===== src/rtl/dis_pkg.sv =====
package dis_pkg;
  typedef enum logic [1:0] {
    SEL_RELOAD   = 2'd0,
    SEL_CTRL     = 2'd1,
    SEL_SRC_STAT = 2'd2,
    SEL_TOP_STAT = 2'd3
  } reg_sel_e;

  localparam int CTRL_EN_BIT   = 0;
  localparam int CTRL_PORT_BIT = 1;
  localparam int STAT_IDLE_BIT = 0;
endpackage


===== src/rtl/dis_port_match.sv =====
module dis_port_match #(
  parameter int          ADDR_W = 16,
  parameter logic [15:0] PORT_A = 16'h01F0,
  parameter logic [15:0] PORT_B = 16'h0170
) (
  input  logic [ADDR_W-1:0] addr,
  input  logic              stb,
  input  logic              port_sel,
  output logic              hit
);
  localparam int NPORT = 2;
  logic [NPORT-1:0] match;

  for (genvar i = 0; i < NPORT; i++) begin : g_port
    localparam logic [ADDR_W-1:0] PADDR = (i == 0) ? ADDR_W'(PORT_A) : ADDR_W'(PORT_B);
    assign match[i] = (addr == PADDR);
  end

  assign hit = stb && match[port_sel];
endmodule


===== src/rtl/dis_idle_cnt.sv =====
module dis_idle_cnt #(
  parameter int CNT_W = 16
) (
  input  logic             clk,
  input  logic             rst,
  input  logic             en,
  input  logic [CNT_W-1:0] reload_val,
  input  logic             ld_wr,
  input  logic [CNT_W-1:0] ld_data,
  input  logic             hit,
  input  logic             tick,
  output logic [CNT_W-1:0] cnt_q,
  output logic             done_q,
  output logic             expire
);
  localparam logic [CNT_W-1:0] ONE = CNT_W'(1);

  logic live;
  assign live   = en && !ld_wr && !hit && tick && !done_q && (reload_val != '0);
  assign expire = live && (cnt_q <= ONE);

  always_ff @(posedge clk) begin
    if (rst) begin
      cnt_q  <= '0;
      done_q <= 1'b0;
    end else if (!en) begin
      cnt_q  <= reload_val;
      done_q <= 1'b0;
    end else if (ld_wr) begin
      cnt_q  <= ld_data;
      done_q <= 1'b0;
    end else if (hit) begin
      cnt_q  <= reload_val;
      done_q <= 1'b0;
    end else if (expire) begin
      cnt_q  <= '0;
      done_q <= 1'b1;
    end else if (live) begin
      cnt_q  <= cnt_q - ONE;
    end
  end
endmodule


===== src/rtl/dis_stat.sv =====
module dis_stat #(
  parameter int NSRC = 1
) (
  input  logic            clk,
  input  logic            rst,
  input  logic [NSRC-1:0] set,
  input  logic [NSRC-1:0] clr,
  output logic [NSRC-1:0] src_q,
  output logic            top_q
);
  logic [NSRC-1:0] src_d;

  for (genvar i = 0; i < NSRC; i++) begin : g_src
    assign src_d[i] = set[i] | (src_q[i] & ~clr[i]);
    always_ff @(posedge clk) begin
      if (rst) src_q[i] <= 1'b0;
      else     src_q[i] <= src_d[i];
    end
  end

  always_ff @(posedge clk) begin
    if (rst) top_q <= 1'b0;
    else     top_q <= |src_d;
  end
endmodule


===== src/rtl/disk_idle_smi.sv =====
module disk_idle_smi #(
  parameter int          CNT_W  = 16,
  parameter int          ADDR_W = 16,
  parameter logic [15:0] PORT_A = 16'h01F0,
  parameter logic [15:0] PORT_B = 16'h0170
) (
  input  logic              clk,
  input  logic              rst,
  input  logic              tick_1s,
  input  logic              snoop_stb,
  input  logic [ADDR_W-1:0] snoop_addr,
  input  logic              wr_en,
  input  logic [1:0]        wr_sel,
  input  logic [CNT_W-1:0]  wr_data,
  input  logic              rd_en,
  input  logic [1:0]        rd_sel,
  output logic [CNT_W-1:0]  rd_data,
  output logic              smi_req
);
  import dis_pkg::*;

  localparam int NSRC = 1;

  logic [CNT_W-1:0] reload_q;
  logic             en_q;
  logic             psel_q;
  logic             hit;
  logic             ld_wr;
  logic [CNT_W-1:0] cnt_q;
  logic             done_q;
  logic             expire;
  logic [NSRC-1:0]  sl_q;
  logic [NSRC-1:0]  sl_clr;
  logic             top_q;
  logic             wr_rel;
  logic             wr_ctl;
  logic             wr_sst;
  logic             rd_sst;

  assign wr_rel = wr_en && (reg_sel_e'(wr_sel) == SEL_RELOAD);
  assign wr_ctl = wr_en && (reg_sel_e'(wr_sel) == SEL_CTRL);
  assign wr_sst = wr_en && (reg_sel_e'(wr_sel) == SEL_SRC_STAT);
  assign rd_sst = rd_en && (reg_sel_e'(rd_sel) == SEL_SRC_STAT);
  assign ld_wr  = wr_rel;

  always_ff @(posedge clk) begin
    if (rst) begin
      reload_q <= '0;
      en_q     <= 1'b0;
      psel_q   <= 1'b0;
    end else begin
      if (wr_rel) reload_q <= wr_data;
      if (wr_ctl) begin
        en_q   <= wr_data[CTRL_EN_BIT];
        psel_q <= wr_data[CTRL_PORT_BIT];
      end
    end
  end

  dis_port_match #(.ADDR_W(ADDR_W), .PORT_A(PORT_A), .PORT_B(PORT_B)) u_match (
    .addr(snoop_addr), .stb(snoop_stb), .port_sel(psel_q), .hit(hit)
  );

  dis_idle_cnt #(.CNT_W(CNT_W)) u_cnt (
    .clk(clk), .rst(rst), .en(en_q), .reload_val(reload_q),
    .ld_wr(ld_wr), .ld_data(wr_data), .hit(hit), .tick(tick_1s),
    .cnt_q(cnt_q), .done_q(done_q), .expire(expire)
  );

  assign sl_clr = {NSRC{rd_sst | (wr_sst & wr_data[STAT_IDLE_BIT])}};

  dis_stat #(.NSRC(NSRC)) u_stat (
    .clk(clk), .rst(rst), .set(expire), .clr(sl_clr), .src_q(sl_q), .top_q(top_q)
  );

  assign smi_req = top_q;

  always_ff @(posedge clk) begin
    if (rst) begin
      rd_data <= '0;
    end else if (rd_en) begin
      case (reg_sel_e'(rd_sel))
        SEL_RELOAD:   rd_data <= reload_q;
        SEL_CTRL:     rd_data <= {{(CNT_W-2){1'b0}}, psel_q, en_q};
        SEL_SRC_STAT: rd_data <= {{(CNT_W-NSRC){1'b0}}, sl_q};
        default:      rd_data <= {{(CNT_W-1){1'b0}}, top_q};
      endcase
    end
  end
endmodule


===== config.mk =====
export PLATFORM = sky130hd
export DESIGN_NAME = disk_idle_smi
export DESIGN_NICKNAME = d
export VERILOG_FILES = /design/src/rtl/dis_pkg.sv /design/src/rtl/dis_port_match.sv /design/src/rtl/dis_idle_cnt.sv /design/src/rtl/dis_stat.sv /design/src/rtl/disk_idle_smi.sv
export SDC_FILE = /design/constraint.sdc
export NUM_CORES = 1
export LEC_CHECK = 0
export ABC_AREA = 1
export BUFFER_PORTS_ARGS = -buffer_cell sky130_fd_sc_hd__clkbuf_2
export CAP_MARGIN = 20
export CORE_MARGIN = 2
export CORE_UTILIZATION = 25
export CTS_CLUSTER_DIAMETER = 50
export DETAILED_ROUTE_END_ITERATION = 8
export SYNTH_ARGS = -nofsm -noshare
export SYNTH_HDL_FRONTEND = slang
export SYNTH_SLANG_ARGS = --single-unit

===== constraint.sdc =====
create_clock -name clk -period 4.5 [get_ports clk]
set_input_delay 0.225 -clock clk [delete_from_list [all_inputs] [get_ports clk]]
set_output_delay 0.225 -clock clk [all_outputs]
set_load 0.005 [all_outputs]

==> impl_metrics.yaml, run 1 <==
drt:
  drt_iter0_markers: 226
  top_layer: "met4"
  routed_wl_um: 8221
  drc: 0
  dr_wl_met2_um: 3692
  route.vias.total: 3179
  wl_per_cell_um: 12.22
  via_per_inst: 4.724
  drtAntennaViolNets: 0
  dr.pass1.iters: 4
  met1_length_um: 3959
  wl_met3_um: 446
yosys:
  ys.flop_type: "dfxtp_1"
  synth_area_sq_um: 2994
  yosysWarnings: 0
  yosysMostFrequentCell: "nor2_1"
  synth_top_area_share: 0.3477
  synth_seq_cells: 52
  yosysTopAreaCell: "dfxtp_1"
  syn-num-nets: 525
  yosysSeqAreaShare: 0.3477
  synth_cells: 481
  ys_types: 32
  async_flop_share: 0
  avgSynthCellArea_sq_um: 6.225
  synth.area.top_cells: "dfxtp_1 35%, nor2_1 14%, nand2_1 13%, a21oi_1 8.0%, nand3_1 5.2%"
  synth-edff-count: 0
  synth_commonest_cells: "112 x nor2_1, 103 x nand2_1, 52 x dfxtp_1, 48 x a21oi_1, 38 x inv_1"
die:
  initial_core_util: 0.2589
  die-height_um: 113.4
  pin_count: 59
  die_area_sq_um: 12870
  coreArea_sq_um: 11560
  die-width_um: 113.4
  rows: 39
layout:
  antennaDiodeCount: 0
  drive_gt1_frac: 0.1528
  fin_nets: 573
  n_fill_cell: 1260
  final_area_sq_um: 3523
  area_growth_pct: 17.68
  fin_util: 0.3047
clocking:
  root_buffer: "clkbuf_16"
  cts_hold_buf: 0
  cts_tree: "done"
  cts-buffers-inserted: 5
  h-tree-depth: 2
  post_cts_buffers: 0
  clock-sinks: 52
  cts_resized: 0
  clk_latency_ns: 0.29
  path_clk_slew_ns: 0.07
  cts_buffer_depth: 2
power:
  vdd_drop_max_uv: 127.0
  power_density_nw_per_um2: 327.9
  p_leak_nw: 1.544
  finalPower_mw: 1.155
setup_path:
  cp_max_fo: 31
  path_cells: "inv_1 > nor2_4 > nand2_2 > inv_4 > nand2_4 > inv_2 > nor2_1 > a21oi_1"
  crit_arrival_ns: 2.72
  worst_setup_path_start_kind: "flop"
  slowest_delay_ns: 1.00
  endpoint_kind: "flop"
  path_class: "flop to flop"
  crit_required_ns: 4.73
  slowest_stage: "dfxtp_1"
timing:
  setup_viol: 0
  period_minus_slack_ns: 2.494
  min_period_over_period: 0.5543
  hold_viol_final: 0
  tightest_slew_ns: 1.025
  rsz0062_at_grt: "no"
  fmaxAchievable_ghz: 0.4009
  slew_headroom: 0.3159
  fin_skew_ns: 0.008607
  final.setup.tns_ns: 0
  drv_slew: 0
worst_hold_path:
  holdCritPathClass: "primary input to flop"
run:
  cap_viol_max_count: 0
global_route:
  grt_max_degree: 32
  antenna_found_initial: 0
  grt_pass1_vias: 3026
  grt.overflow.total: 0
  grt_util_all_layers: 0.1340
  grt_pass1_wl_um: 14030
placed_design:
  dpl.hpwl_um: 6192
  port_buffers: 58
  place_area_sq_um: 3372
  gp_congestion: 0.8959
outcome:
  status: "completed"
## worst paths after layout
kind	startpoint	endpoint	slack [ns]	cells past startpoint
worst min register to register	rd_data[4]	rd_data[4]	0.47	2
worst min-delay path	wr_data[1]	psel_q	0.18	3
worst max register to register	en_q	u_cnt.cnt_q[9]	2.01	8
worst max-delay path	en_q	u_cnt.cnt_q[9]	2.01	8
## cell families (layout without fill, tap and decap cells)
| family | Yosys count | count (layout) | share of synthesized area |
|---|---|---|---|
| flops | 52 | 52 | 0.3477 |
| fa+ha+maj | 2 | 2 | 0.008356 |
| compound gates | 92 | 92 | 0.1638 |
| xor+xnor | 6 | 6 | 0.01755 |
| buf+inv | 58 | 107 | 0.08274 |
| simple gates | 271 | 271 | 0.3799 |
## where the power goes
group	leakage [nW]	internal (mW)	switching (mW)
Clock	0.0680	0.210	0.183
Combinational	1.05	0.0974	0.153
Sequential	0.424	0.483	0.0279
## registers in the layout (all words and copies together), names as in the netlist
signal / cells
rd_data: 16
en_q: 1
reload_q: 16
u_cnt.cnt_q: 16
psel_q: 1
u_stat.src_q: 1
u_cnt.done_q: 1
## cell usage in the layout (no fill, tap or decap), drive strengths merged, types with 7 or more instances in the layout
cell / instances
nand4: 7
nor3: 9
inv: 42
clkbuf: 63
a21oi: 48
nand3: 32
dfxtp: 52
nor2: 113
nand2: 105
o21ai: 34
## worst max-delay path: cells and delay by family, from the launching register on
kind                   cells  cell delay [ns]
buffers and inverters      3             0.62
AND/OR/NAND/NOR            4             0.66
flip-flops                 1             1.00
AO/OA/AOI/OAI              1             0.14
## final cells by class
type	count	area, sq um	area share
Inverter	41	156.4	0.04439
Sequential cell	52	1041	0.2955
Clock inverter	3	26.28	0.007457
Clock buffer	5	125.1	0.03551
Tap cell	143	178.9	0.05078
Timing Repair Buffer	58	290.3	0.08239
Multi-Input combinational cell	371	1705	0.4840
## routing by layer
metal  global-route usage  up-vias
li1                     -     1657
met1               0.1779     1430
met2               0.2144       82
met3              0.02816       10
met4              0.05122        0
met5                    0        -
## through the flow
| stage | std cells | hold slack (ns) | setup WS (ns) |
|---|---|---|---|
| final | 673 | 0.1754 | 2.006 |
| after CTS | 673 | 0.1720 | 2.011 |
| after global placement | 665 | 0.4568 | 2.149 |
| after detailed placement | 665 | 0.4638 | 2.029 |
| after floorplan | 481 | 0.2941 | 3.036 |
| after global routing | 673 | 0.1787 | 1.804 |
Power figures use the tool's default switching activity.
==> inputs of run 2 (changes only) <==
==> constraint.sdc (replaced) <==
create_clock -name clk -period 2.2 [get_ports clk]
set_input_delay 0.11 -clock clk [delete_from_list [all_inputs] [get_ports clk]]
set_output_delay 0.11 -clock clk [all_outputs]
set_load 0.005 [all_outputs]
==> impl_metrics.yaml, run 2 (same netlist as run 1, synthesis figures left out) <==
layout:
  layout_commonest_cell: "nor2_1"
  fin_cells: 679
  area_growth_pct: 19.85
  n_fill_cell: 1297
  layout_common_cells: "112 x nor2_1, 103 x nand2_1, 58 x clkbuf_2, 52 x dfxtp_1, 48 x a21oi_1"
  drive_gt1_frac: 0.1623
  top_regs: "rd_data: 16 flops, reload_q: 16 flops, u_cnt.cnt_q: 16 flops"
  fin_nets: 579
  fin_util: 0.3103
  antennaDiodeCount: 0
clocking:
  path_clk_slew_ns: 0.07
  cts_tree: "done"
  cts_buffer_depth: 2
  post_cts_buffers: 0
  cts-buffers-inserted: 5
  cts_resized: 0
  clk_latency_ns: 0.29
  root_buffer: "clkbuf_16"
  h-tree-depth: 2
  clock-sinks: 52
  cts_hold_buf: 0
setup_path:
  r2r_start: "psel_q"
  endpoint: "u_cnt.cnt_q[8]"
  worst_setup_path_start_kind: "flop"
  endpoint_kind: "flop"
  crit_required_ns: 2.38
  reg2regPathDepth: 11
  path_class: "flop to flop"
  startpoint: "psel_q"
  cp_max_fo: 24
  crit_arrival_ns: 2.02
  r2r-end: "u_cnt.cnt_q[8]"
  r2r_slack_ns: 0.36
global_route:
  grt_max_degree: 31
  antenna_found_initial: 0
  grt_pass1_vias: 3065
  grt_pass1_wl_um: 14230
  grt.overflow.total: 0
  grt_util_all_layers: 0.1344
outcome:
  failed_checks: "design-rule violations"
  status: "finished with violations"
timing:
  rsz0062_at_grt: "no"
  hold_viol_final: 0
  slew_headroom: 0.4630
  final.setup.tns_ns: 0
  tightest_slew_ns: 0.8046
  fin_skew_ns: 0.007308
  fmaxAchievable_ghz: 0.5442
  drv_slew: 0
  period_minus_slack_ns: 1.838
  min_period_over_period: 0.8353
  setup_viol: 0
  whs_ns: 0.06638
die:
  rows: 39
  die-height_um: 113.4
  pin_count: 59
  initial_core_util: 0.2589
  coreArea_sq_um: 11560
  die-width_um: 113.4
  die_area_sq_um: 12870
drt:
  drt_iter0_markers: 205
  drtAntennaViolNets: 0
  routed_wl_um: 8138
  wl_per_cell_um: 11.99
  route.vias.total: 3196
  dr.pass1.iters: 9
  via_per_inst: 4.707
  drc: 1
power:
  p_leak_nw: 1.593
  power_density_nw_per_um2: 691.0
  vdd_drop_max_uv: 355.2
  finalPower_mw: 2.479
run:
  cap_viol_max_count: 0
placed_design:
  port_buffers: 58
  dpl.hpwl_um: 6294
  post-place-cells: 671
  gp_congestion: 0.9305
worst_hold_path:
  holdCritPathClass: "primary input to flop"
[run 2: how the worst min path moves through the flow]
stage,start,endpoint,depth (start not counted)
floorplan,rst,reload_q[0],1
global placement,wr_data[3],reload_q[3],3
detailed placement,wr_data[0],en_q,3
CTS,wr_data[0],en_q,3
global route,wr_data[8],reload_q[8],3
finish,wr_data[0],en_q,3
[run 2: per-layer routing]
layer | share of wire | global-route usage | vias up
met5 | 0 | 0 | -
met1 | 0.48 | 0.1814 | 1431
met2 | 0.46 | 0.2248 | 90
li1 | - | - | 1670
met3 | 0.059 | 0.02338 | 5
met4 | 0.0074 | 0.03171 | 0
[run 2: final cells by class]
cell class / count / area (sq um) / area share
multi-input combinational: 371 / 1705 / 0.4752
sequential: 52 / 1041 / 0.2901
timing repair buffer: 64 / 335.3 / 0.09345
tap: 143 / 178.9 / 0.04986
inverter: 41 / 156.4 / 0.04358
clock buffer: 5 / 125.1 / 0.03487
clock inverter: 3 / 46.29 / 0.01290
[run 2: per-stage QoR]
stage	instance area [sq um]	worst slack, ns
CTS	3588	0.3539
global route	3588	0.1376
finish	3588	0.3624
floorplan	2994	0.7359
detailed placement	3417	0.3675
global placement	3417	0.4326
[run 2: power breakdown]
| part | internal [mW] | leakage [nW] | switching [mW] |
|---|---|---|---|
| Combinational | 0.205 | 1.08 | 0.316 |
| Sequential | 0.988 | 0.424 | 0.0484 |
| Clock | 0.544 | 0.0857 | 0.378 |
| Total | 1.74 | 1.59 | 0.742 |
[run 2: worst max-delay path, cell delays in order (launching register included)]
cell	delay (ns)
dfxtp_1	0.38
inv_1	0.05
nand2_1	0.05
nand2_1	0.07
nor2_1	0.13
nand3_2	0.21
nand2_2	0.16
inv_4	0.07
nand2_4	0.21
inv_2	0.14
nor2_1	0.18
a21oi_1	0.08
==> inputs of run 3 (changes only) <==
==> constraint.sdc (replaced) <==
create_clock -name clk -period 1.82 [get_ports clk]
set_input_delay 0.091 -clock clk [delete_from_list [all_inputs] [get_ports clk]]
set_output_delay 0.091 -clock clk [all_outputs]
set_load 0.005 [all_outputs]
==> impl_metrics.yaml, run 3 (same netlist as run 1, synthesis figures left out) <==
layout:
  n_fill_cell: 1278
  drive_gt1_frac: 0.1765
  layout_common_cells: "110 x nor2_1, 103 x nand2_1, 58 x clkbuf_2, 52 x dfxtp_1, 48 x a21oi_1"
  antennaDiodeCount: 0
  final_area_sq_um: 3659
  layout_commonest_cell: "nor2_1"
  seqCellArea_sq_um: 1041
  fin_cells: 687
  fin_nets: 587
  multiInputGateArea_sq_um: 1719
  area_growth_pct: 22.19
  top_regs: "rd_data: 16 flops, reload_q: 16 flops, u_cnt.cnt_q: 16 flops"
timing:
  fmaxAchievable_ghz: 0.6085
  fin_skew_ns: 0.007384
  final.setup.tns_ns: 0
  slew_headroom: 0.7559
  period_minus_slack_ns: 1.643
  rsz0062_at_grt: "no"
  hold_viol_final: 0
  setup_viol: 0
  drv_slew: 0
  whs_ns: 0.04541
  tightest_slew_ns: 0.3634
  min_period_over_period: 0.9030
setup_path:
  slowest_stage: "dfxtp_1"
  crit_arrival_ns: 1.87
  cp_max_fo: 4
  crit_family: "simple AND/OR/NAND/NOR gates"
  endpoint_kind: "flop"
  path_cells: "inv_1 > ha_1 > nand2_1 > nor2_2 > nand2_1 > xor2_1 > nor2_1 > nand3_1 > a21oi_1"
  path_class: "flop to flop"
  crit_top_cell: "nand2_1"
  slowest_delay_ns: 0.32
  crit_required_ns: 2.04
  timing.critical_path.buf_inv: 1
  worst_setup_path_start_kind: "flop"
placed_design:
  port_buffers: 58
  dpl.hpwl_um: 6386
  post-place-cells: 679
  gp_congestion: 0.8817
  place_area_sq_um: 3477
drt:
  route.vias.total: 3216
  routed_wl_um: 8409
  drc: 0
  drtAntennaViolNets: 0
  dr.pass1.iters: 5
  via_per_inst: 4.681
  wl_per_cell_um: 12.24
  drt_iter0_markers: 224
clocking:
  cts_tree: "done"
  cts-buffers-inserted: 5
  clock-sinks: 52
  post_cts_buffers: 0
  h-tree-depth: 2
  path_clk_slew_ns: 0.07
  cts_buffer_depth: 2
  cts_resized: 0
  cts_hold_buf: 0
  clk_latency_ns: 0.29
  root_buffer: "clkbuf_16"
power:
  power_frac_clock: 0.364
  finalPower_mw: 3.004
  swShare: 0.2977
  p_seq_frac: 0.416
  internal-power_mw: 2.110
  switchingPower_mw: 0.8942
  p_leak_nw: 1.626
  combPwrFrac: 0.219
  vdd_drop_max_uv: 365.5
  power_density_nw_per_um2: 821.2
global_route:
  grt_pass1_wl_um: 14320
  grt_util_all_layers: 0.1362
  grt_max_degree: 31
  antenna_found_initial: 0
  grt.overflow.total: 0
  grt_pass1_vias: 3014
die:
  rows: 39
  coreArea_sq_um: 11560
  initial_core_util: 0.2589
  die-width_um: 113.4
  die-height_um: 113.4
  die_area_sq_um: 12870
  pin_count: 59
outcome:
  status: "completed"
worst_hold_path:
  holdCritPathClass: "primary input to flop"
run:
  cap_viol_max_count: 0
[run 3: cell types whose count changed in the layout (fill, tap and decap cells not counted), sizes merged]
cell	before	now
buf	6	14
clkbuf	63	64
clkinv	1	0
[run 3: cell type report]
type	instances	share of cell area
multi-input combinational	371	0.4699
clock inverter	2	0.01060
tap	143	0.04891
timing repair buffer	72	0.1081
inverter	41	0.04275
clock buffer	6	0.03523
sequential	52	0.2845
[run 3: metrics by stage]
| stage | utilization | setup slack (ns) |
|---|---|---|
| 4_1_cts | 0.3152 | 0.09809 |
| 6_report | 0.3163 | 0.1766 |
| 5_1_grt | 0.3163 | 0.02584 |
| 3_5_place_dp | 0.3007 | 0.09906 |
| 2_1_floorplan | - | 0.3559 |
| 3_3_place_gp | 0.3007 | 0.1052 |
[run 3: power groups by stage]
stage	logic [mW]	registers, mW	clock network (mW)
after floorplan	0.464	1.26	0
after global placement	0.642	1.27	0
after detailed placement	0.646	1.27	0
after CTS	0.651	1.25	1.12
after global routing	0.757	1.26	1.17
final	0.659	1.25	1.09
[run 3: tightest hold or removal path, delay by kind of cell]
kind / cells / cell delay, ns
compound gates: 1 / 0.06
buf+inv: 2 / 0.14
[run 3: final timing paths]
kind	to	slack (ns)	cells past startpoint	startpoint
setup / recovery	u_cnt.cnt_q[10]	0.18	9	u_cnt.cnt_q[1]
hold / removal	psel_q	0.05	3	wr_data[1]
setup reg to reg	u_cnt.cnt_q[10]	0.18	9	u_cnt.cnt_q[1]
hold reg to reg	rd_data[2]	0.47	2	rd_data[2]
[run 3: routing by layer]
| metal | track usage | vias up | wire, um | part of all wire |
|---|---|---|---|---|
| met5 | 0 | - | 0 | 0 |
| met4 | 0.03740 | 0 | 71 | 0.0084 |
| met3 | 0.02604 | 4 | 497 | 0.059 |
| met2 | 0.2176 | 99 | 3688 | 0.44 |
| met1 | 0.1887 | 1430 | 4151 | 0.49 |
| li1 | - | 1683 | - | - |
